<file path="src/rtl/mbx_pkg.sv">
package mbx_pkg;
    localparam int ADDR_W = 8;
    localparam int WORD_W = 32;

    typedef enum logic [1:0] {
        SEND_IDLE = 2'b00,
        SEND_MSG  = 2'b01,
        SEND_ACK  = 2'b10,
        SEND_BAD  = 2'b11
    } send_e;

    localparam logic [3:0] OFF_OWNER  = 4'd0;
    localparam logic [3:0] OFF_TARGET = 4'd1;
    localparam logic [3:0] OFF_ENABLE = 4'd2;
    localparam logic [3:0] OFF_MODE   = 4'd3;
    localparam logic [3:0] OFF_SEND   = 4'd4;
    localparam logic [3:0] OFF_DATA   = 4'd8;

    localparam logic [ADDR_W-1:0] ADDR_BUILD = 8'hFF;

    function automatic logic is_onehot(input logic [WORD_W-1:0] v);
        return $countones(v) == 1;
    endfunction

    function automatic logic [WORD_W-1:0] build_word(input int nm, input int nd, input int nl);
        return {10'b0, 6'(nl), 5'b0, 3'(nd), 2'b0, 6'(nm)};
    endfunction
endpackage

</file>
<file path="src/rtl/mbx_slot.sv">
module mbx_slot
    import mbx_pkg::*;
#(
    parameter int NUM_LINES = 4,
    parameter int NUM_DATA  = 2
) (
    input  logic                               clk,
    input  logic                               rst,
    input  logic                               wr_en,
    input  logic [3:0]                         wr_off,
    input  logic [WORD_W-1:0]                  wdata,
    output logic [NUM_LINES-1:0]               owner_o,
    output logic [NUM_LINES-1:0]               target_o,
    output logic [NUM_LINES-1:0]               enable_o,
    output logic [1:0]                         mode_o,
    output logic [1:0]                         send_o,
    output logic [NUM_DATA-1:0][WORD_W-1:0]    data_o
);
    logic [NUM_LINES-1:0]            owner_q, target_q, enable_q;
    logic [1:0]                      mode_q;
    send_e                           send_q;
    logic [NUM_DATA-1:0][WORD_W-1:0] data_q;
    logic [NUM_LINES-1:0]            w_lanes;

    assign w_lanes = wdata[NUM_LINES-1:0];

    always_ff @(posedge clk) begin
        if (rst) begin
            owner_q  <= '0;
            target_q <= '0;
            enable_q <= '0;
            mode_q   <= '0;
            send_q   <= SEND_IDLE;
            data_q   <= '0;
        end else if (wr_en) begin
            unique case (wr_off)
                OFF_OWNER: begin
                    if (w_lanes == '0) begin
                        owner_q  <= '0;
                        target_q <= '0;
                        enable_q <= '0;
                        mode_q   <= '0;
                        send_q   <= SEND_IDLE;
                        data_q   <= '0;
                    end else if (owner_q == '0 && is_onehot(WORD_W'(w_lanes))) begin
                        owner_q <= w_lanes;
                    end
                end
                OFF_TARGET: target_q <= w_lanes;
                OFF_ENABLE: enable_q <= w_lanes;
                OFF_MODE:   mode_q   <= wdata[1:0];
                OFF_SEND: begin
                    if (wdata[1:0] != SEND_BAD) send_q <= send_e'(wdata[1:0]);
                end
                default: begin
                    for (int k = 0; k < NUM_DATA; k++) begin
                        if (wr_off == OFF_DATA + 4'(k)) data_q[k] <= wdata;
                    end
                end
            endcase
        end
    end

    assign owner_o  = owner_q;
    assign target_o = target_q;
    assign enable_o = enable_q;
    assign mode_o   = mode_q;
    assign send_o   = send_q;
    assign data_o   = data_q;

    // an owned mailbox cannot be taken by another nonzero write
    a_r2_claim_hold: assert property (@(posedge clk) disable iff (rst)
        (wr_en && wr_off == OFF_OWNER && owner_q != '0 && w_lanes != '0) |=> $stable(owner_q));

    // owner never holds more than one core
    a_r3_owner_onehot: assert property (@(posedge clk) disable iff (rst)
        $onehot0(owner_q));

    // release wipes the routing state
    a_r4_release_clears: assert property (@(posedge clk) disable iff (rst)
        (wr_en && wr_off == OFF_OWNER && w_lanes == '0) |=>
        (target_q == '0 && enable_q == '0 && send_q == SEND_IDLE));

    // the reserved send code is never stored
    a_r7_no_bad_code: assert property (@(posedge clk) disable iff (rst)
        send_q != SEND_BAD);
endmodule

</file>
<file path="src/rtl/mbx_route.sv">
module mbx_route
    import mbx_pkg::*;
#(
    parameter int NUM_MBOX  = 4,
    parameter int NUM_LINES = 4
) (
    input  logic [NUM_MBOX-1:0][NUM_LINES-1:0] owner_i,
    input  logic [NUM_MBOX-1:0][NUM_LINES-1:0] target_i,
    input  logic [NUM_MBOX-1:0][NUM_LINES-1:0] enable_i,
    input  logic [NUM_MBOX-1:0][1:0]           send_i,
    output logic [NUM_LINES-1:0][NUM_MBOX-1:0] raw_o,
    output logic [NUM_LINES-1:0][NUM_MBOX-1:0] masked_o,
    output logic [NUM_LINES-1:0]               irq_o
);
    for (genvar i = 0; i < NUM_LINES; i++) begin : g_line
        for (genvar m = 0; m < NUM_MBOX; m++) begin : g_mbox
            assign raw_o[i][m] = (send_i[m] == SEND_MSG && target_i[m][i])
                              || (send_i[m] == SEND_ACK && owner_i[m][i]);
            assign masked_o[i][m] = raw_o[i][m] & enable_i[m][i];
        end
        assign irq_o[i] = |masked_o[i];
    end
endmodule

</file>
<file path="src/rtl/mbx_irq_ctrl.sv">
module mbx_irq_ctrl
    import mbx_pkg::*;
#(
    parameter int NUM_MBOX  = 4,
    parameter int NUM_LINES = 4,
    parameter int NUM_DATA  = 2
) (
    input  logic                 clk,
    input  logic                 rst,
    input  logic                 bus_valid,
    input  logic                 bus_write,
    input  logic [ADDR_W-1:0]    bus_addr,
    input  logic [WORD_W-1:0]    bus_wdata,
    output logic [WORD_W-1:0]    bus_rdata,
    output logic [NUM_LINES-1:0] irq_o
);
    localparam logic [WORD_W-1:0] BUILD = build_word(NUM_MBOX, NUM_DATA, NUM_LINES);

    logic [NUM_MBOX-1:0][NUM_LINES-1:0]          owner_a, target_a, enable_a;
    logic [NUM_MBOX-1:0][1:0]                    mode_a, send_a;
    logic [NUM_MBOX-1:0][NUM_DATA-1:0][WORD_W-1:0] data_a;
    logic [NUM_LINES-1:0][NUM_MBOX-1:0]          raw_a, masked_a;

    logic       in_status;
    logic [2:0] mb_sel;
    logic [3:0] mb_off;
    logic [5:0] line_sel;
    logic [WORD_W-1:0] rd_mux, rd_q;

    assign in_status = bus_addr[7];
    assign mb_sel    = bus_addr[6:4];
    assign mb_off    = bus_addr[3:0];
    assign line_sel  = bus_addr[6:1];

    for (genvar m = 0; m < NUM_MBOX; m++) begin : g_slot
        mbx_slot #(.NUM_LINES(NUM_LINES), .NUM_DATA(NUM_DATA)) u_slot (
            .clk      (clk),
            .rst      (rst),
            .wr_en    (bus_valid && bus_write && !in_status && mb_sel == 3'(m)),
            .wr_off   (mb_off),
            .wdata    (bus_wdata),
            .owner_o  (owner_a[m]),
            .target_o (target_a[m]),
            .enable_o (enable_a[m]),
            .mode_o   (mode_a[m]),
            .send_o   (send_a[m]),
            .data_o   (data_a[m])
        );
    end

    mbx_route #(.NUM_MBOX(NUM_MBOX), .NUM_LINES(NUM_LINES)) u_route (
        .owner_i  (owner_a),
        .target_i (target_a),
        .enable_i (enable_a),
        .send_i   (send_a),
        .raw_o    (raw_a),
        .masked_o (masked_a),
        .irq_o    (irq_o)
    );

    always_comb begin
        rd_mux = '0;
        if (bus_addr == ADDR_BUILD) begin
            rd_mux = BUILD;
        end else if (in_status) begin
            for (int i = 0; i < NUM_LINES; i++) begin
                if (line_sel == 6'(i))
                    rd_mux[NUM_MBOX-1:0] = bus_addr[0] ? masked_a[i] : raw_a[i];
            end
        end else begin
            for (int m = 0; m < NUM_MBOX; m++) begin
                if (mb_sel == 3'(m)) begin
                    case (mb_off)
                        OFF_OWNER:  rd_mux[NUM_LINES-1:0] = owner_a[m];
                        OFF_TARGET: rd_mux[NUM_LINES-1:0] = target_a[m];
                        OFF_ENABLE: rd_mux[NUM_LINES-1:0] = enable_a[m];
                        OFF_MODE:   rd_mux[1:0]           = mode_a[m];
                        OFF_SEND:   rd_mux[1:0]           = send_a[m];
                        default: begin
                            for (int k = 0; k < NUM_DATA; k++) begin
                                if (mb_off == OFF_DATA + 4'(k)) rd_mux = data_a[m][k];
                            end
                        end
                    endcase
                end
            end
        end
    end

    always_ff @(posedge clk) begin
        if (rst)                         rd_q <= '0;
        else if (bus_valid && !bus_write) rd_q <= rd_mux;
    end

    assign bus_rdata = rd_q;

    // a raised line needs a busy mailbox whose enable bit covers that line
    for (genvar i = 0; i < NUM_LINES; i++) begin : g_chk
        logic [NUM_MBOX-1:0] cover_v;
        for (genvar m = 0; m < NUM_MBOX; m++) begin : g_cov
            assign cover_v[m] = enable_a[m][i] && (send_a[m] != SEND_IDLE);
        end
        a_r8_line_has_source: assert property (@(posedge clk) disable iff (rst)
            irq_o[i] |-> (cover_v != '0));
    end

    // a read of the build word returns the parameters
    a_r9_build_read: assert property (@(posedge clk) disable iff (rst)
        (bus_valid && !bus_write && bus_addr == ADDR_BUILD) |=> (bus_rdata == BUILD));
endmodule

</file>
<file path="config.mk">
export PLATFORM = sky130hd
export DESIGN_NAME = mbx_irq_ctrl
export DESIGN_NICKNAME = d
export VERILOG_FILES = /design/src/rtl/mbx_pkg.sv /design/src/rtl/mbx_slot.sv /design/src/rtl/mbx_route.sv /design/src/rtl/mbx_irq_ctrl.sv
export SDC_FILE = /design/constraint.sdc
export NUM_CORES = 1
export LEC_CHECK = 0
export ABC_AREA = 0
export ABC_CLOCK_PERIOD_IN_PS = 5350
export BUFFER_PORTS_ARGS = -buffer_cell sky130_fd_sc_hd__buf_2
export CORE_ASPECT_RATIO = 0.5
export CORE_MARGIN = 2
export CORE_UTILIZATION = 45
export DETAILED_ROUTE_END_ITERATION = 6
export HOLD_SLACK_MARGIN = 0.05
export SLEW_MARGIN = 20
export SYNTH_ARGS = -nofsm -noshare
export SYNTH_HDL_FRONTEND = slang
export SYNTH_HIERARCHICAL = 1
export SYNTH_SLANG_ARGS = --single-unit
</file>
<file path="constraint.sdc">
create_clock -name clk -period 5.35 [get_ports clk]
set_input_delay 0.535 -clock clk [delete_from_list [all_inputs] [get_ports clk]]
set_output_delay 0.535 -clock clk [all_outputs]
set_load 0.02 [all_outputs]
</file>
==> results by group, run 1 <==
Yosys
  • Area leader, netlist: dfxtp_1
  • Ys async rst share: 0%
  • Gate Count Post-Synth: 1965
  • Compound-Gate Fraction of Synth Area: 24.1%
  • Synth Area in XOR/XNOR: 0%
  • Synthesized area: 18200 sq um
  • Number of synthesized flops with an enable pin: 0
  • Primary FF master, synth: dfxtp_1
  • Post-synthesis adder-cell area fraction: 1.54%
  • Top cells by count, synth: 352 x dfxtp_1, 195 x mux2i_1, 191 x nand2_1, 151 x nand3_1, 94 x o22ai_1
  • Synth top area share: 38.8%
  • Post-Synth Simple-Gate Area: 15.8%
  • Largest family of logic cells by synthesized area: compound AO/OA/AOI/OAI gates
  • Mux cell area share after synthesis: 12.7%
  • Number of library cell types mapped by synthesis: 76
  • Yosys reg bits: 352
  • Sequential share of the synthesized area: 38.8%
  • Avg Synthesized Cell Area: 9.24 sq um
  • Yosys warnings: 6
  • Top-count cell post-synth: dfxtp_1
  • Net Count, Synth: 2029
  • Synth area leaders: dfxtp_1 39%, mux2i_1 11%, a32o_2 5.0%, nand3_1 4.2%, nand2_1 3.9%

Timing
  • Hold Slack: 0.327 ns
  • Max Clock Freq: 274 MHz
  • Final hold vios: 0
  • Slew Viols, Final: 0
  • Period Utilization, post-route: 68.3%
  • Final setup viols: 0
  • Worst Tran Pin Value: 1.12 ns
  • Slew Limit Headroom: 24.8%
  • Setup_tns: 0 ns
  • Setup Skew: 0.0219 ns
  • Clock period minus worst slack: 3.65 ns
  • RSZ-0062 raised after global routing: false

Run status
  • Status: finished clean

Global routing
  • First-pass GRT wire length: 88500 microns
  • Largest net degree at the start of global routing: 92
  • GRT Util Overall: 26.6%
  • GR Overflow Total: 0
  • Initial antenna violation count: 0
  • Via count of the first global-routing pass: 14545

Die
  • Die height: 146 microns
  • Width of the die: 288 microns
  • Core ar.: 39300 sq um
  • Num rows: 51
  • Die ar.: 42100 sq um
  • Starting density of the core: 46.2%
  • I/O pin total: 80

Run
  • MaxCap Viol Count: 0

Clocking
  • H-tree depth: 2
  • CTS sink cnt: 352
  • Clock transition at path regs: 0.07 ns
  • CTS tree: built
  • TritonCTS buffer count: 35
  • CTS Buffer Depth: 3
  • Root buffer selected by CTS: clkbuf_16
  • Worst-skew pair later-pin latency: 0.54 ns
  • Hold-fix buffers, CTS: 0
  • Cts repair resizes: 0
  • Setup Buffers After CTS: 0

Place
  • I/O Buffers: 79
  • Final HPWL DP: 36200 microns
  • GP Congestion: 0.910
  • Placed insts: 2428

Final layout
  • Multi-input gate area: 9860 sq um
  • FF/Latch Area: 7050 sq um
  • Final core occ: 50.0%
  • Net total in the final layout: 1999
  • Layout cells sized above 1: 17.0%
  • Area growth from synthesis to layout: 8.28%
  • Fillers: 3785
  • Fin cells: 2493

Worst setup path
  • R2r setup slk: 3.22 ns
  • Reg2reg path depth: 8
  • Max FO, Critical Path: 36
  • Crit. Startpoint: bus_addr[5]
  • Signal arrival time at the worst endpoint: 4.11 ns
  • Setup CP Type: in2reg
  • Startpoint Class: input port
  • Crit end category: flip-flop
  • Worst r2r src: g_slot[3].u_slot/send_o[1]
  • FF-to-FF End: bus_rdata[3]
  • CP required: 5.81 ns

Hold path
  • Hold path depth: 3
  • Hold_sp: bus_wdata[11]
  • Hold Path End: g_slot[1].u_slot/data_o[43]
  • Worst Hold Class: in2reg

Power and ir drop
  • Internal power: 0.00415 W
  • LEAKAGE: 7.24 nW
  • PwrDens: 285 nW/um^2
  • Pwr Total: 0.00561 W
  • Comb pwr share: 8.3%
  • Sw frac: 26.0%
  • Peak supply drop: 175 uV
  • Clk pwr share: 44.9%
  • Switching pwr: 0.00146 W
  • Seq pwr share: 46.8%

Route
  • Initial drt markers: 1804
  • DR vias: 15828
  • DRT Pass-1 Iters: 5
  • Avg WL per Cell: 22.9 microns
  • Post-DRT Antenna Nets: 0
  • DRC Markers: 0
  • DR vias/cell: 6.35
  • Routed WL: 57200 microns
## metal layers
metal  GRT usage [%]  wire length (microns)
met5               0                      0
met4            7.82                   1580
met3            3.83                   3710
met2            40.2                  24700
met1            39.1                  27200
## per-stage QoR
step | cell area [sq um] | setup slack [ns]
after floorplan | 18200 | 2.70
after global placement | 18500 | 1.44
after detailed placement | 18500 | 1.24
after CTS | 19700 | 1.79
after global routing | 19700 | 1.46
final | 19700 | 1.70
## power groups by stage
stage	clock network, W	registers (W)	logic [W]
after global routing	0.00266	0.00263	0.000499
after floorplan	0	0.00269	0.000297
after CTS	0.00255	0.00263	0.000457
after detailed placement	0	0.00269	0.000454
after global placement	0	0.00269	0.000453
final	0.00252	0.00263	0.000465
## placed cells by master, fill, tap and decap left out, drive strengths merged, types with 42 or more instances in the layout
cell type and n:
a21oi 62, a2bb2oi 55, a32o 116, buf 113, clkbuf 52, dfxtp 352, inv 66, mux2i 195
nand2 191, nand3 151, nor2 42, o21ai 123, o22ai 94
## worst max-delay path, cell delays in order
cell and delay, ns:
buf_2 0.68, nand2_1 0.24, or2_0 0.42, nor2_1 0.47, nor4bb_1 0.52, a32o_2 0.74
buf_12 0.27, mux2i_1 0.20
## flip-flops by register name, summed over array words and instances, names as in the netlist
signal	count
g_slot.u_slot/enable_o	16
g_slot.u_slot/target_o	16
g_slot.u_slot/data_o	256
g_slot.u_slot/owner_o	16
g_slot.u_slot/mode_o	8
g_slot.u_slot/send_o	8
bus_rdata	32
## final cells by class
class                           instances  area share (%)
Clock buffer                           52            5.45
Clock inverter                         12           0.439
Timing Repair Buffer                  113            3.51
Inverter                               65            1.24
Antenna cell                            1          0.0127
Tap cell                              530            3.37
Sequential cell                       352            35.8
Multi-Input combinational cell       1368            50.2
## worst max path at each step
stage,endpoint,cells after the start
3_5_place_dp,g_slot[3].u_slot/data_o[54],8
6_report,g_slot[3].u_slot/data_o[39],8
5_1_grt,g_slot[3].u_slot/data_o[47],8
4_1_cts,g_slot[3].u_slot/data_o[39],8
3_3_place_gp,g_slot[3].u_slot/data_o[48],8
2_1_floorplan,g_slot[2].u_slot/data_o[12],8
## cell families (layout without fill, tap and decap cells)
group / count (synthesis) / in the layout
AO/OA/AOI/OAI: 580 / 580
adder cells (fa/ha/maj): 20 / 20
buffers and inverters: 245 / 242
flip-flops: 352 / 352
multiplexers: 218 / 218
other: 0 / 1
AND/OR/NAND/NOR: 550 / 550
No activity file was read; power rests on OpenSTA's default activity.
==> inputs of run 2 (changes only) <==
Settings changed: ABC_AREA 0 to 1, ABC_CLOCK_PERIOD_IN_PS 5350 to 3400.
Clock period 5.35 ns to 3.4 ns, I/O delays scaled along.
==> results by group, run 2 <==
Run status
  • Status: finished clean

Timing
  • Setup_tns: 0 ns (unchanged)
  • Clock period minus worst slack: 2.30 ns
  • Setup Skew: 0.0218 ns (-0.0000184 ns)
  • Slew Viols, Final: 0 (unchanged)
  • Period Utilization, post-route: 67.8%
  • Hold Slack: 0.145 ns (-0.182 ns)
  • Final hold vios: 0 (unchanged)
  • Worst Tran Pin Value: 1.03 ns (-0.0931 ns)
  • RSZ-0062 raised after global routing: false
  • Slew Limit Headroom: 31.1% (+6.2 points)
  • Max Clock Freq: 434 MHz
  • Final setup viols: 0 (unchanged)

Yosys
  • Net Count, Synth: 3073 (+51%)
  • Synth top area share: 36.6% (-2.2 points)
  • Synth area leaders: dfxtp_1 37%, nand2_1 17%, nor2_1 8.2%, inv_1 7.0%, a21oi_1 6.4%
  • Sequential share of the synthesized area: 36.6% (-2.2 points)
  • Synthesized area: 19300 sq um (+6.1%)
  • Top-count cell post-synth: nand2_1
  • Avg Synthesized Cell Area: 6.40 sq um (-31%)
  • Yosys reg bits: 352 (unchanged)
  • Primary FF master, synth: dfxtp_1
  • Number of library cell types mapped by synthesis: 40 (-47%)
  • Area leader, netlist: dfxtp_1
  • Top cells by count, synth: 876 x nand2_1, 423 x nor2_1, 357 x inv_1, 352 x dfxtp_1, 248 x a21oi_1
  • Number of synthesized flops with an enable pin: 0 (unchanged)
  • Gate Count Post-Synth: 3009 (+53%)
  • Yosys warnings: 6 (unchanged)
  • Ys async rst share: 0% (unchanged)

Die
  • Num rows: 53 (+3.9%)
  • Width of the die: 297 microns (+3.0%)
  • Core ar.: 42100 sq um (+7.1%)
  • Starting density of the core: 45.8% (-0.45 points)
  • I/O pin total: 80 (unchanged)
  • Die height: 150 microns (+2.9%)
  • Die ar.: 44600 sq um (+5.9%)

Route
  • DR vias/cell: 5.43 (-14%)
  • DRT Pass-1 Iters: 5 (unchanged)
  • DRC Markers: 0 (unchanged)
  • Routed WL: 71100 microns (+24%)
  • Avg WL per Cell: 19.6 microns (-15%)
  • DR vias: 19716 (+25%)
  • Initial drt markers: 2064 (+14%)
  • Post-DRT Antenna Nets: 0 (unchanged)

Worst setup path
  • Reg2reg path depth: 12 (+4)
  • Max FO, Critical Path: 7 (-81%)
  • R2r setup slk: 1.10 ns (-2.12 ns)
  • Max stage delay on crit path: 0.62 ns (-0.12 ns)
  • FF-to-FF End: bus_rdata[1]
  • CP endpoint: bus_rdata[1]
  • Crit end category: flip-flop
  • Crit. Startpoint: g_slot[1].u_slot/send_o[1]
  • Worst r2r src: g_slot[1].u_slot/send_o[1]
  • Setup CP Type: reg2reg
  • Critical-path cell list: inv_2 -> nand3_1 -> nand2_2 -> nand2_2 -> inv_1 -> mux2i_1 -> o22ai_1 -> o311ai_0 -> buf_4 -> nand2_1 -> nand2_1 -> a21oi_1
  • Signal arrival time at the worst endpoint: 2.73 ns (-1.38 ns)
  • CP required: 3.83 ns (-1.98 ns)
  • Critical path's slowest cell: o311ai_0
  • Startpoint Class: flip-flop

Final layout
  • Most frequent cells in the layout: 876 x nand2_1, 421 x nor2_1, 357 x inv_1, 352 x dfxtp_1, 248 x a21oi_1
  • Final core occ: 50.5% (+0.47 points)
  • Net total in the final layout: 3088 (+54%)
  • Layout cells sized above 1: 9.74% (-7.3 points)
  • Leading cell type in the layout, fill and taps excluded: nand2_1
  • Max reg flops: 256 (unchanged)
  • Area growth from synthesis to layout: 10.4%

Hold path
  • Hold path depth: 2 (-1)
  • Worst Hold Class: in2reg

Global routing
  • Initial antenna violation count: 4 (+4)
  • GRT Util Overall: 31.8% (+5.2 points)
  • First-pass GRT wire length: 108000 microns (+22%)
  • GR Overflow Total: 0 (unchanged)
  • Largest net degree at the start of global routing: 131 (+42%)
  • Via count of the first global-routing pass: 17988 (+24%)

Clocking
  • Setup Buffers After CTS: 0 (unchanged)
  • TritonCTS buffer count: 35 (unchanged)
  • Clock transition at path regs: 0.07 ns (about the same)
  • CTS Buffer Depth: 3 (unchanged)
  • CTS sink cnt: 352 (unchanged)
  • Worst-skew pair later-pin latency: 0.56 ns (+0.02 ns)
  • CTS tree: built
  • Cts repair resizes: 0 (unchanged)
  • H-tree depth: 2 (unchanged)
  • Hold-fix buffers, CTS: 0 (unchanged)
  • Root buffer selected by CTS: clkbuf_16

Power and ir drop
  • PwrDens: 432 nW/um^2 (+51%)
  • LEAKAGE: 9.73 nW (+34%)
  • Peak supply drop: 295 uV (+69%)
  • Pwr Total: 0.00918 W (+64%)

Run
  • MaxCap Viol Count: 0 (unchanged)

Place
  • I/O Buffers: 79 (unchanged)
  • Final HPWL DP: 47300 microns (+31%)
  • GP Congestion: 0.929 (+2.1%)
-- run 2: cell types whose count changed after synthesis, sizes merged, moves of 42 or more --
cell | previous run | this run
nand3 | 151 | 193
nor2 | 42 | 441
nand2 | 191 | 918
inv | 65 | 380
a2bb2oi | 55 | 0
mux2i | 195 | 3
o21ai | 123 | 48
a21oi | 62 | 249
a32o | 116 | 0
o22ai | 94 | 30
-- run 2: how the worst min path moves through the flow --
stage,to,from
2_1_floorplan,g_slot[2].u_slot/data_o[11],g_slot[2].u_slot/data_o[11]
3_3_place_gp,g_slot[2].u_slot/data_o[14],g_slot[2].u_slot/data_o[14]
3_5_place_dp,g_slot[1].u_slot/data_o[27],g_slot[1].u_slot/data_o[27]
4_1_cts,g_slot[0].u_slot/target_o[0],rst
5_1_grt,g_slot[0].u_slot/owner_o[1],rst
6_report,g_slot[0].u_slot/enable_o[1],rst
-- run 2: per-stage QoR --
stage	cells	worst slack, ns	cell area (sq um)
4_1_cts	3626	1.14	21300
3_5_place_dp	3564	0.671	20100
2_1_floorplan	3009	1.20	19300
5_1_grt	3626	1.02	21300
3_3_place_gp	3564	0.682	20100
6_report	3629	1.10	21300
-- run 2: power by group --
group	internal, W	leakage (nW)	total (W)	switching (W)
clock	0.00245	0.588	0.00424	0.00179
sequential	0.00413	2.84	0.00415	0.0000119
combinational	0.000197	6.31	0.000796	0.000599
-- run 2: cell type report --
type	count	area, sq um
fillers	4423	20800
multi-input cells	2096	9780
flip-flops and latches	352	7050
inverters	387	1460
repair buffers	152	1050
clock buffers	50	1000
well taps	577	722
clock inverters	12	203
diodes	3	7.51
-- run 2: worst max-delay path, delay by kind of cell, from the launching register on --
family,cells,cell delay (ns)
compound gates,3,0.83
mux,1,0.15
buf+inv,3,0.35
simple gates,5,0.35
flops,1,0.50
-- run 2: cell families (layout without fill, tap and decap cells) --
group           count (synthesis)  in the layout  synth area share [%]
flops                         352            352                  36.6
mux                             3              3                 0.156
simple gates                 1609           1609                  34.5
buf+inv                       561            601                  12.8
other cells                     0              3                     0
fa+ha+maj                      20             20                  1.45
compound gates                464            464                  14.5
-- run 2: metal layers --
layer / vias to the layer above / track usage [%] / share of wire, %
li1: 9578 / - / -
met1: 9224 / 46.0 / 46
met2: 801 / 48.3 / 42
met3: 111 / 5.92 / 8.9
met4: 2 / 8.81 / 2.4
met5: - / 0 / 0.017
